$ cat src/rtl/macid_pkg.sv
package macid_pkg;
  typedef enum logic [1:0] {
    SQ_IDLE  = 2'd0,
    SQ_ISSUE = 2'd1,
    SQ_CAPT  = 2'd2
  } seq_state_t;

  localparam logic [7:0] RECORD_GOOD = 8'hFF;

  function automatic logic [7:0] mirror8(input logic [7:0] b);
    logic [7:0] r;
    for (int i = 0; i < 8; i++) r[i] = b[7-i];
    return r;
  endfunction
endpackage

$ cat src/rtl/macid_seq.sv
module macid_seq
  import macid_pkg::*;
#(
  parameter int ADDR_W      = 8,
  parameter int STRIDE_LOG2 = 4,
  parameter int NUM_BYTES   = 8,
  localparam int IDX_W      = $clog2(NUM_BYTES)
) (
  input  logic              clk,
  input  logic              rst_n,
  input  logic              start,
  output logic              rom_rd,
  output logic [ADDR_W-1:0] rom_addr,
  output logic              cap_en,
  output logic [IDX_W-1:0]  cap_idx,
  output logic              cap_last
);
  localparam logic [IDX_W-1:0] LAST_IDX = IDX_W'(NUM_BYTES - 1);

  seq_state_t state_q, state_d;
  logic [IDX_W-1:0] idx_q, idx_d;
  logic idx_en;

  always_comb begin
    state_d = state_q;
    idx_d   = idx_q;
    idx_en  = 1'b0;
    unique case (state_q)
      SQ_IDLE:  if (start) state_d = SQ_ISSUE;
      SQ_ISSUE: state_d = SQ_CAPT;
      SQ_CAPT: begin
        idx_en = 1'b1;
        if (idx_q == LAST_IDX) begin
          state_d = SQ_IDLE;
          idx_d   = '0;
        end else begin
          state_d = SQ_ISSUE;
          idx_d   = idx_q + 1'b1;
        end
      end
      default: state_d = SQ_IDLE;
    endcase
  end

  always_ff @(posedge clk or negedge rst_n) begin
    if (!rst_n) state_q <= SQ_IDLE;
    else        state_q <= state_d;
  end

  always_ff @(posedge clk or negedge rst_n) begin
    if (!rst_n)      idx_q <= '0;
    else if (idx_en) idx_q <= idx_d;
  end

  assign rom_rd   = (state_q == SQ_ISSUE);
  assign rom_addr = rom_rd ? (ADDR_W'(idx_q) << STRIDE_LOG2) : '0;
  assign cap_en   = (state_q == SQ_CAPT);
  assign cap_idx  = idx_q;
  assign cap_last = (idx_q == LAST_IDX);
endmodule

$ cat src/rtl/macid_acc.sv
module macid_acc
  import macid_pkg::*;
#(
  parameter int NUM_BYTES  = 8,
  parameter int ADDR_BYTES = 6,
  localparam int IDX_W     = $clog2(NUM_BYTES),
  localparam int MAC_W     = 8 * ADDR_BYTES
) (
  input  logic             clk,
  input  logic             rst_n,
  input  logic             cap_en,
  input  logic [IDX_W-1:0] cap_idx,
  input  logic             cap_last,
  input  logic [7:0]       rom_data,
  output logic [MAC_W-1:0] mac_addr,
  output logic             valid,
  output logic             done
);
  logic [7:0]       fixed_byte;
  logic [7:0]       fold_q, fold_d;
  logic [MAC_W-1:0] shadow_flat;
  logic             commit;
  logic             fold_good;

  assign fixed_byte = mirror8(rom_data);
  assign fold_d     = (cap_idx == '0) ? fixed_byte : (fold_q ^ fixed_byte);
  assign commit     = cap_en && cap_last;
  assign fold_good  = (fold_d == RECORD_GOOD);

  always_ff @(posedge clk or negedge rst_n) begin
    if (!rst_n)      fold_q <= '0;
    else if (cap_en) fold_q <= fold_d;
  end

  for (genvar k = 0; k < ADDR_BYTES; k++) begin : g_octet
    logic [7:0] oct_q;
    logic       oct_en;
    assign oct_en = cap_en && (cap_idx == IDX_W'(k));
    always_ff @(posedge clk or negedge rst_n) begin
      if (!rst_n)      oct_q <= '0;
      else if (oct_en) oct_q <= fixed_byte;
    end
    assign shadow_flat[MAC_W-1-8*k -: 8] = oct_q;
  end

  always_ff @(posedge clk or negedge rst_n) begin
    if (!rst_n) begin
      mac_addr <= '0;
      valid    <= 1'b0;
    end else if (commit) begin
      mac_addr <= shadow_flat;
      valid    <= fold_good;
    end
  end

  always_ff @(posedge clk or negedge rst_n) begin
    if (!rst_n) done <= 1'b0;
    else        done <= commit;
  end
endmodule

$ cat src/rtl/macid_rom_loader.sv
module macid_rom_loader
  import macid_pkg::*;
#(
  parameter int ADDR_W      = 8,
  parameter int STRIDE_LOG2 = 4,
  parameter int NUM_BYTES   = 8,
  parameter int ADDR_BYTES  = 6,
  localparam int IDX_W      = $clog2(NUM_BYTES),
  localparam int MAC_W      = 8 * ADDR_BYTES
) (
  input  logic              clk,
  input  logic              rst_n,
  input  logic              start,
  output logic              rom_rd,
  output logic [ADDR_W-1:0] rom_addr,
  input  logic [7:0]        rom_data,
  output logic [MAC_W-1:0]  mac_addr,
  output logic              valid,
  output logic              done
);
  logic [1:0]       rst_sync_q;
  logic             rst_int_n;
  logic             cap_en;
  logic             cap_last;
  logic [IDX_W-1:0] cap_idx;

  always_ff @(posedge clk or negedge rst_n) begin
    if (!rst_n) rst_sync_q <= 2'b00;
    else        rst_sync_q <= {rst_sync_q[0], 1'b1};
  end
  assign rst_int_n = rst_sync_q[1];

  macid_seq #(
    .ADDR_W(ADDR_W), .STRIDE_LOG2(STRIDE_LOG2), .NUM_BYTES(NUM_BYTES)
  ) u_seq (
    .clk(clk), .rst_n(rst_int_n), .start(start),
    .rom_rd(rom_rd), .rom_addr(rom_addr),
    .cap_en(cap_en), .cap_idx(cap_idx), .cap_last(cap_last)
  );

  macid_acc #(
    .NUM_BYTES(NUM_BYTES), .ADDR_BYTES(ADDR_BYTES)
  ) u_acc (
    .clk(clk), .rst_n(rst_int_n),
    .cap_en(cap_en), .cap_idx(cap_idx), .cap_last(cap_last),
    .rom_data(rom_data), .mac_addr(mac_addr), .valid(valid), .done(done)
  );
endmodule

$ cat config.mk
export PLATFORM = sky130hd
export DESIGN_NAME = macid_rom_loader
export DESIGN_NICKNAME = d
export VERILOG_FILES = /design/src/rtl/macid_pkg.sv /design/src/rtl/macid_seq.sv /design/src/rtl/macid_acc.sv /design/src/rtl/macid_rom_loader.sv
export SDC_FILE = /design/constraint.sdc
export NUM_CORES = 1
export LEC_CHECK = 0
export CORE_AREA = 2 2 82 104
export CTS_BUF_LIST = sky130_fd_sc_hd__clkbuf_4
export CTS_CLUSTER_DIAMETER = 120
export CTS_CLUSTER_SIZE = 16
export DETAILED_ROUTE_END_ITERATION = 10
export DIE_AREA = 0 0 84 106
export PLACE_DENSITY = 0.91
export SYNTH_ARGS = -nofsm -noshare
export SYNTH_HDL_FRONTEND = slang
export SYNTH_SLANG_ARGS = --single-unit
$ cat constraint.sdc
create_clock -name clk -period 5.6 [get_ports clk]
set_clock_uncertainty 0.05 [all_clocks]
set_input_delay 1.12 -clock clk [delete_from_list [all_inputs] [get_ports clk]]
set_output_delay 1.12 -clock clk [all_outputs]
set_load 0.05 [all_outputs]
==> results.cfg <==
[clocking]
numCtsBuffers = 17
insertion_delay_ps = 540
cts_root_buf = clkbuf_4
postCtsHoldBufs = 0
cts.repair.resized = 0
cts_max_path_buffers = 2
post_cts_buffers = 0
clock_sinks = 113
clkTransAtPathRegs_ps = 100
tritoncts = yes
htree_levels = 4

[global_routing]
grt_overflow = 0
antenna_found_initial = 0
grt_pass1_wl_um = 15160
grt_max_degree = 90
grt_pass1_vias = 3000
grt_use_total = 0.2259

[sta]
grt_setup_unrepaired = false
final_max_slew_viol_count = 0
worst_pin_slew_ps = 1087
setup_viol_count_final = 0
setup_ws_ps = 2274
fmax_mhz = 300.7
tns_ps = 0
min_period_ps = 3326
hold_viol_final = 0
slew_headroom = 0.2752
fin_crit_sh = 0.5939

[pwr]
comb_power_share = 0.401
intPower_mw = 2.254
clkPwrFrac = 0.218
p_leak_nw = 2.581
worst_ir_drop_vdd_mv = 0.4110
switchingPower_mw = 1.447
power_mw = 3.701
power.density_nw_per_um2 = 652.3
p_seq_frac = 0.382
swShare = 0.3909

[logic_synthesis]
synth_seq_area_share = 0.6077
synth_edf_count = 0
syn_area_um2 = 4653
synth_top_area_frac = 0.6077
netlist_instances = 329
synth_area_leaders = dfrtp_1 61%, mux2_2 22%, buf_4 2.1%
yosys_warnings = 0
synth-main-ff-cell = dfrtp_1
synth.distinct_cells = 33
synth_area_leader_cell = dfrtp_1
synth_seq_cells = 113
async_flop_share = 1.000
synth.avg_cell_area_um2 = 14.14

[floorplanning]
start_util = 0.5810
die_w_um = 84
die_area_um2 = 8904
pin_count = 70
core_um2 = 8009
num_rows = 37
fp.dieH_um = 106

[detailed_routing]
detailedRoute.firstPassIterationCount = 7
drt-initial-drc-count = 153
via_per_inst = 5.716
drt_wl_total_um = 9427
drc = 0
postRouteAntennaNets = 0
num_vias = 2881
post_drt_wl_per_cell_um = 18.70

[critical_path]
cp_max_fo = 5
endpoint_kind = output port
timing_worst_setup_path_type = reg -> out
startpoint_type = flop
worstPathRequired_ps = 4430
crit_arrival_ps = 2160

[cells_and_area]
final_nets = 411
area_growth_pct = 21.91
final_cell_mix = 112 x dfrtp_1, 91 x mux2_2, 64 x clkdlybuf4s50_1, 17 x clkbuf_4, 16 x o21ai_0
post-route-util = 0.7083
final_common_cell = dfrtp_1
drive_gt1_frac = 0.3243
antennaDiodeCount = 0
final_area_um2 = 5673

[worst_hold_path]
hp-class = reg -> async

[placement]
dp_slack_ps = 2565
dpl.hpwl_um = 6018
place_congestion = 0.7823
portBuffers = 64
dpl_cell_area_um2 = 5283

[run_status]
status = finished clean

[flow_run]
drv_cap = 0
## final cells by class
| type | instances | area (um^2) |
|---|---|---|
| Fill cell | 518 | 2336 |
| Inverter | 7 | 26.28 |
| Multi-Input combinational cell | 189 | 1648 |
| Clock inverter | 15 | 262.8 |
| Timing Repair Buffer | 66 | 655.6 |
| Tap cell | 97 | 121.4 |
| Clock buffer | 17 | 127.6 |
| Sequential cell | 113 | 2831 |
## critical path: stages (launching register included)
cell	delay [ps]
dfrtp_1	440
nor2b_1	220
and2_1	160
clkdlybuf4s50_1	810
## logic make-up (layout without fill, tap and decap cells)
group	Yosys count	after routing	share of synthesized area
flip-flops	113	113	0.6077
multiplexers	92	92	0.2224
AND/OR/NAND/NOR	43	43	0.05378
XOR/XNOR	5	5	0.009411
AO/OA/AOI/OAI	37	37	0.04759
adder cells (fa/ha/maj)	6	6	0.01613
buffers and inverters	31	105	0.04141
other	2	6	0.001614
## power groups by stage
stage	Clock [mW]	Sequential (mW)	Combinational, mW
4_1_cts	0.820	1.41	1.49
3_5_place_dp	0	1.42	1.48
3_3_place_gp	0	1.40	1.43
2_1_floorplan	0	1.84	0.599
5_1_grt	0.856	1.45	1.56
6_report	0.805	1.41	1.48
## flip-flops by register name (all words and copies together), names as in the netlist
name,count
u_acc.g_octet.oct_q,48
u_seq.cap_idx,3
u_acc.fold_q,8
u_seq.state_q,2
u_acc.mac_addr,48
u_acc.done,1
rst_sync_q,2
u_acc.valid,1
## path summary, 6_finish.rpt
path                                       start                 end  slack, ps  cells after the start
worst max-delay path            u_seq.state_q[1]         rom_addr[4]       2270                      3
worst min-delay path               rst_sync_q[1]  u_acc.mac_addr[44]        170                      0
worst max register to register  u_seq.state_q[0]  u_acc.mac_addr[44]       3090                      4
worst min register to register     rst_sync_q[1]  u_acc.mac_addr[44]        170                      0
max in group asynchronous          rst_sync_q[1]    u_seq.cap_idx[1]       3940                      1
min in group clk                   rst_sync_q[0]       rst_sync_q[1]        310                      0
## layer usage
metal | global-route usage | part of all wire
met5 | 0 | 0
met4 | 0.1141 | 0.026
met3 | 0.08385 | 0.049
met2 | 0.3543 | 0.51
met1 | 0.2758 | 0.41
## cells in the mapped netlist, types with 2 or more instances
cell / number
nand3_2: 2
mux2_2: 91
xor2_1: 4
a31oi_1: 2
nor4b_1: 2
ha_1: 6
buf_2: 4
and2_1: 3
o21ai_0: 16
and3_1: 2
nor2_1: 7
buf_4: 13
dfrtp_1: 113
conb_1: 2
inv_1: 7
a311oi_1: 5
nand2_1: 10
nand3_1: 8
buf_6: 3
nor2b_1: 3
clkbuf_1: 4
a21oi_1: 11
## metrics by stage
stage | hold slack [ps] | cells
floorplan | 281.2 | 333
global placement | 162.0 | 472
detailed placement | 174.4 | 472
CTS | 179.1 | 504
global route | 199.8 | 504
finish | 165.4 | 504
Note: power is estimated with default switching activity, not from simulation.
